`src/rtl/smb_data_pkg.sv`:
```
package smb_data_pkg;
   typedef enum logic [1:0] {
      ACC_IDLE   = 2'd0,
      ACC_LOAD   = 2'd1,
      ACC_REJECT = 2'd2
   } acc_kind_e;
endpackage

```
`src/rtl/smb_bit_counter.sv`:
```
module smb_bit_counter #(
   parameter int DATA_W = 8
) (
   input  logic clk,
   input  logic rst_n,
   input  logic enable,
   input  logic shift_en,
   output logic byte_done
);
   localparam int CNT_W = (DATA_W > 2) ? $clog2(DATA_W) : 1;
   localparam logic [CNT_W-1:0] LAST = CNT_W'(DATA_W - 1);

   logic [CNT_W-1:0] cnt_q;

   always_ff @(posedge clk or negedge rst_n) begin
      if (!rst_n) begin
         cnt_q     <= '0;
         byte_done <= 1'b0;
      end else begin
         byte_done <= 1'b0;
         if (!enable) begin
            cnt_q <= '0;
         end else if (shift_en) begin
            if (cnt_q == LAST) begin
               cnt_q     <= '0;
               byte_done <= 1'b1;
            end else begin
               cnt_q <= cnt_q + 1'b1;
            end
         end
      end
   end

   AST_DONE_PULSE: assert property (@(posedge clk) disable iff (!rst_n)
      byte_done |=> !byte_done);
   AST_DONE_AFTER_SHIFT: assert property (@(posedge clk) disable iff (!rst_n)
      byte_done |-> $past(shift_en));
   AST_IDLE_NO_DONE: assert property (@(posedge clk) disable iff (!rst_n)
      !enable |=> !byte_done);
endmodule

```
`src/rtl/smb_shift_core.sv`:
```
module smb_shift_core #(
   parameter int DATA_W = 8
) (
   input  logic              clk,
   input  logic              rst_n,
   input  logic              shift_en,
   input  logic              sda_in,
   input  logic              tx_mode,
   input  logic              si_flag,
   input  logic              load_en,
   input  logic [DATA_W-1:0] load_data,
   output logic [DATA_W-1:0] reg_q,
   output logic              sda_out,
   output logic              arb_lost
);
   always_ff @(posedge clk or negedge rst_n) begin
      if (!rst_n) begin
         reg_q    <= '0;
         arb_lost <= 1'b0;
      end else begin
         arb_lost <= 1'b0;
         if (load_en) begin
            reg_q <= load_data;
         end else if (shift_en) begin
            reg_q    <= {reg_q[DATA_W-2:0], sda_in};
            arb_lost <= tx_mode & reg_q[DATA_W-1] & ~sda_in;
         end
      end
   end

   assign sda_out = reg_q[DATA_W-1];

   AST_SHIFT_MSB_FIRST: assert property (@(posedge clk) disable iff (!rst_n)
      (shift_en && !load_en) |=> reg_q[DATA_W-1:1] == $past(reg_q[DATA_W-2:0]));
   AST_SHIFT_SAMPLE_IN: assert property (@(posedge clk) disable iff (!rst_n)
      (shift_en && !load_en) |=> reg_q[0] == $past(sda_in));
   AST_SI_FROZEN: assert property (@(posedge clk) disable iff (!rst_n)
      (si_flag && !load_en) |=> reg_q == $past(reg_q));
   AST_ARB_PULSE: assert property (@(posedge clk) disable iff (!rst_n)
      arb_lost |-> ($past(tx_mode) && !$past(sda_in)));
endmodule

```
`src/rtl/smb_cpu_port.sv`:
```
module smb_cpu_port
   import smb_data_pkg::*;
#(
   parameter int               DATA_W     = 8,
   parameter int               ADDR_W     = 8,
   parameter logic [ADDR_W-1:0] REG_ADDR  = 8'hC2,
   parameter bit               REPORT_ERR = 1'b1
) (
   input  logic              clk,
   input  logic              rst_n,
   input  logic              enable,
   input  logic              si_flag,
   input  logic [ADDR_W-1:0] cpu_addr,
   input  logic              cpu_wr,
   input  logic              cpu_rd,
   input  logic [DATA_W-1:0] cpu_wdata,
   input  logic [DATA_W-1:0] reg_q,
   output logic              load_en,
   output logic [DATA_W-1:0] load_data,
   output logic [DATA_W-1:0] cpu_rdata,
   output logic              acc_err
);
   logic      hit;
   logic      busy;
   acc_kind_e kind;

   assign hit  = (cpu_addr == REG_ADDR);
   assign busy = enable & ~si_flag;

   always_comb begin
      kind = ACC_IDLE;
      if (hit && (cpu_wr || cpu_rd)) begin
         if (busy)        kind = ACC_REJECT;
         else if (cpu_wr) kind = ACC_LOAD;
      end
   end

   assign load_en   = (kind == ACC_LOAD);
   assign load_data = cpu_wdata;
   assign cpu_rdata = (cpu_rd && hit) ? reg_q : '0;

   generate
      if (REPORT_ERR) begin : g_err_flag
         logic err_q;
         always_ff @(posedge clk or negedge rst_n) begin
            if (!rst_n) err_q <= 1'b0;
            else        err_q <= (kind == ACC_REJECT);
         end
         assign acc_err = err_q;
         AST_ERR_WHEN_BUSY: assert property (@(posedge clk) disable iff (!rst_n)
            acc_err |-> ($past(enable) && !$past(si_flag)));
      end else begin : g_err_silent
         assign acc_err = 1'b0;
      end
   endgenerate
endmodule

```
`src/rtl/smb_data_shifter.sv`:
```
module smb_data_shifter #(
   parameter int               DATA_W     = 8,
   parameter int               ADDR_W     = 8,
   parameter logic [ADDR_W-1:0] REG_ADDR  = 8'hC2,
   parameter bit               REPORT_ERR = 1'b1
) (
   input  logic              clk,
   input  logic              rst_n,
   input  logic              enable,
   input  logic              si_flag,
   input  logic              tx_mode,
   input  logic              shift_stb,
   input  logic              sda_in,
   output logic              sda_out,
   output logic              byte_done,
   output logic              arb_lost,
   input  logic [ADDR_W-1:0] cpu_addr,
   input  logic              cpu_wr,
   input  logic              cpu_rd,
   input  logic [DATA_W-1:0] cpu_wdata,
   output logic [DATA_W-1:0] cpu_rdata,
   output logic              acc_err
);
   generate
      if (DATA_W < 2) begin : g_bad_width
         $error("smb_data_shifter: DATA_W must be at least 2");
      end
      if (ADDR_W < 1) begin : g_bad_addr
         $error("smb_data_shifter: ADDR_W must be at least 1");
      end
   endgenerate

   logic              shift_en;
   logic              load_en;
   logic [DATA_W-1:0] load_data;
   logic [DATA_W-1:0] reg_q;

   assign shift_en = enable & shift_stb & ~si_flag;

   smb_cpu_port #(
      .DATA_W(DATA_W), .ADDR_W(ADDR_W), .REG_ADDR(REG_ADDR), .REPORT_ERR(REPORT_ERR)
   ) u_port (
      .clk(clk), .rst_n(rst_n), .enable(enable), .si_flag(si_flag),
      .cpu_addr(cpu_addr), .cpu_wr(cpu_wr), .cpu_rd(cpu_rd), .cpu_wdata(cpu_wdata),
      .reg_q(reg_q), .load_en(load_en), .load_data(load_data),
      .cpu_rdata(cpu_rdata), .acc_err(acc_err)
   );

   smb_shift_core #(.DATA_W(DATA_W)) u_core (
      .clk(clk), .rst_n(rst_n), .shift_en(shift_en), .sda_in(sda_in),
      .tx_mode(tx_mode), .si_flag(si_flag), .load_en(load_en), .load_data(load_data),
      .reg_q(reg_q), .sda_out(sda_out), .arb_lost(arb_lost)
   );

   smb_bit_counter #(.DATA_W(DATA_W)) u_cnt (
      .clk(clk), .rst_n(rst_n), .enable(enable), .shift_en(shift_en),
      .byte_done(byte_done)
   );

   AST_BUSY_WRITE_HELD: assert property (@(posedge clk) disable iff (!rst_n)
      (enable && !si_flag && cpu_wr && cpu_addr == REG_ADDR && !shift_stb)
      |=> reg_q == $past(reg_q));
   AST_DISABLED_HELD: assert property (@(posedge clk) disable iff (!rst_n)
      (!enable && !(cpu_wr && cpu_addr == REG_ADDR)) |=> reg_q == $past(reg_q));
   AST_OTHER_ADDR_HELD: assert property (@(posedge clk) disable iff (!rst_n)
      (si_flag && cpu_addr != REG_ADDR) |=> reg_q == $past(reg_q));
endmodule

```
`config.mk`:
```
export PLATFORM = sky130hd
export DESIGN_NAME = smb_data_shifter
export DESIGN_NICKNAME = d
export VERILOG_FILES = /design/src/rtl/smb_data_pkg.sv /design/src/rtl/smb_bit_counter.sv /design/src/rtl/smb_shift_core.sv /design/src/rtl/smb_cpu_port.sv /design/src/rtl/smb_data_shifter.sv
export SDC_FILE = /design/constraint.sdc
export NUM_CORES = 1
export LEC_CHECK = 0
export BUFFER_PORTS_ARGS = -buffer_cell sky130_fd_sc_hd__buf_4
export CORE_MARGIN = 2
export CORE_UTILIZATION = 44
export DETAILED_ROUTE_END_ITERATION = 8
export GPL_ROUTABILITY_DRIVEN = 1
export PLACE_DENSITY = 0.77
export SETUP_SLACK_MARGIN = 0.1
export SKIP_CTS_REPAIR_TIMING = 1
export SLEW_MARGIN = 40
export SYNTH_ARGS = -nofsm -noshare
export SYNTH_HDL_FRONTEND = slang
export SYNTH_SLANG_ARGS = --single-unit
```
`constraint.sdc`:
```
create_clock -name clk -period 1.2 [get_ports clk]
set_input_delay 0.18 -clock clk [delete_from_list [all_inputs] [get_ports clk]]
set_output_delay 0.18 -clock clk [all_outputs]
set_load 0.05 [all_outputs]
```
==> flow_summary.yaml <==
run_status:
  outcome: "finished with violations"
  violations: "negative setup slack"
timing:
  worstMarginPinSlew_ns: 0.216
  final-setup-viol-count: 8
  period_share: 1.09
  rsz0062_at_grt: "yes"
  clock.fmax_mhz: 764
  relSlewSlack: 0.856
  finalHoldViolCount: 0
  fin_crit_ns: 1.31
  setup_ws_ns: -0.109
  clock_skew_ns: 0.00592
  final_max_slew_viol_count: 0
global_route:
  grt-ovfl-total: 0
  grt_pass1_wl_mm: 2.40
  grt_max_degree: 15
  antenna_found_initial: 0
  grt_usage: 0.164
  grt_pass1_vias: 615
yosys:
  yosys_register_bits: 14
  synth.top_cell.area_share: 0.451
  synth_fp_nets: 89
  ys_seq_area_frac: 0.451
  ys_top_cells_by_area: "dfrtp_1 45%, mux2_2 23%, and2_1 6.4%"
  synth_area_per_cell_um2: 12.5
  syn-instance-count: 62
  yosysTopAreaCell: "dfrtp_1"
  syn-cell-area_um2: 777
  ys.warnings.count: 0
  ys_types: 17
detailed_routing:
  via_per_inst: 5.09
  wl_per_cell_um: 13.4
  drt_iter0_drc: 5
  routed_wl_mm: 1.69
  vias: 641
  drt-pass1-iter-count: 4
  drc: 0
  ant_nets: 0
job:
  maxCapViolations: 0
critical_path:
  startpoint_type: "input port"
  path_cells: "buf_6, nor4b_4, and3_4, and2_4, buf_8"
  critPathRequiredTime_ns: 1.02
  crit_family: "simple AND/OR/NAND/NOR gates"
  worst-path-max-fanout: 8
  worstSetupPathType: "input port to output pin"
  crit_slowest_cell: "nor4b_4"
  timing.reg2reg.setup_slack_ns: 0.08
  worst-path-buf-inv: 2
  arrival_ns: 1.13
  critPathCaptureType: "output pin"
  critical_path.max_stage_delay_ns: 0.28
finish:
  final_cell_mix: "32 x buf_4, 14 x mux2_2, 13 x dfrtp_1"
  area_growth_pct: 65.9
  final_area_mm2: 0.00129
  nNetsFinal: 137
  filler_cell_count: 109
  final_util: 0.763
  antenna_cells: 0
  drive_gt1_frac: 0.725
  fin_cells: 126
  final_common_cell: "buf_4"
floorplan:
  die_y_um: 46.0
  ioPinCount: 37
  initial_core_util: 0.460
  fp.dieW_um: 46.0
  die-area_mm2: 0.00212
  row_count: 15
  core_area_mm2: 0.00169
place:
  dpl.cell_count: 120
  port_buffers: 36
  globalplace.congestion: 0.744
  dpl_cell_area_mm2: 0.00114
clocking:
  htree_levels: 1
  numCtsBuffers: 3
  clock-root-buffer: "clkbuf_4"
  clkLatencyLatePin_ns: 0.28
  cts_tree: "built"
  clockBufferDepth: 2
  clk_pin_slew_worst_paths_ns: 0.09
  clock_sinks: 14
min_path:
  min_path_type: "input port to flop"
power:
  ir_worst_vdd_uv: 901
  power.density_mw_per_mm2: 1150
  p_leak_nw: 0.638
  finalPower_w: 0.00148
==> state kept, by name, indices dropped and copies added, names as in the netlist <==
signal	cells
u_cnt.byte_done	1
u_cnt.cnt_q	3
u_core.arb_lost	1
u_core.reg_q	8
u_port.acc_err	1
==> cell families (layout without fill, tap and decap cells) <==
family	count (synthesis)	in the layout	share of synthesized area
muxes	19	19	0.271
DFF	14	14	0.451
adders and majority gates	2	2	0.0322
buffers and inverters	2	49	0.0113
and+or+nand+nor	25	25	0.235
==> cell usage after synthesis <==
cell type  instances
mux2_2            16
nor3_1             2
nor2_1             3
nand4_4            1
and2_1             8
nor4b_4            1
nor2b_1            3
and3_2             1
mux2i_1            3
nand2b_1           2
nand3b_1           1
and4bb_2           1
ha_1               2
dfrtp_1           14
buf_2              1
nand2_1            2
inv_1              1
==> power by group <==
group / internal [W] / switching [W]
Clock: 0.000184 / 0.000150
Combinational: 0.000297 / 0.000165
Sequential: 0.000592 / 0.0000932
==> layer usage <==
metal | part of all wire | track usage | up-vias
li1 | - | - | 315
met1 | 0.38 | 0.176 | 300
met2 | 0.54 | 0.292 | 24
met3 | 0.069 | 0.0278 | 2
met4 | 0.011 | 0.103 | 0
met5 | 0 | 0 | -
==> cell type report <==
type / count / area (µm²) / area share
repair buffers: 44 / 404 / 0.314
multi-input cells: 46 / 472 / 0.366
well taps: 17 / 21.3 / 0.0165
inverters: 1 / 3.75 / 0.00291
clock buffers: 4 / 36.3 / 0.0282
flip-flops and latches: 14 / 352 / 0.273
==> through the flow <==
| step | TNS [ns] | setup slack (ns) | hold WS, ns |
|---|---|---|---|
| 2_1_floorplan | -0.115 | -0.0144 | -0.116 |
| 3_3_place_gp | -2.38 | -0.172 | 0.0390 |
| 3_5_place_dp | -2.69 | -0.189 | 0.0404 |
| 4_1_cts | -1.50 | -0.193 | -0.275 |
| 5_1_grt | -1.26 | -0.161 | 0.0501 |
| 6_report | -0.830 | -0.109 | 0.0593 |
==> path summary, 6_finish.rpt <==
kind,cells after the start,endpoint,startpoint
max,5,cpu_rdata[5],cpu_addr[0]
min,2,u_core.arb_lost,sda_in
max reg2reg,4,u_cnt.cnt_q[2],u_cnt.cnt_q[0]
min reg2reg,2,u_core.arb_lost,u_core.reg_q[7]
max in group asynchronous,2,u_core.reg_q[7],rst_n
min in group asynchronous,2,u_core.reg_q[2],rst_n
Note: power is estimated with default switching activity, not from simulation.
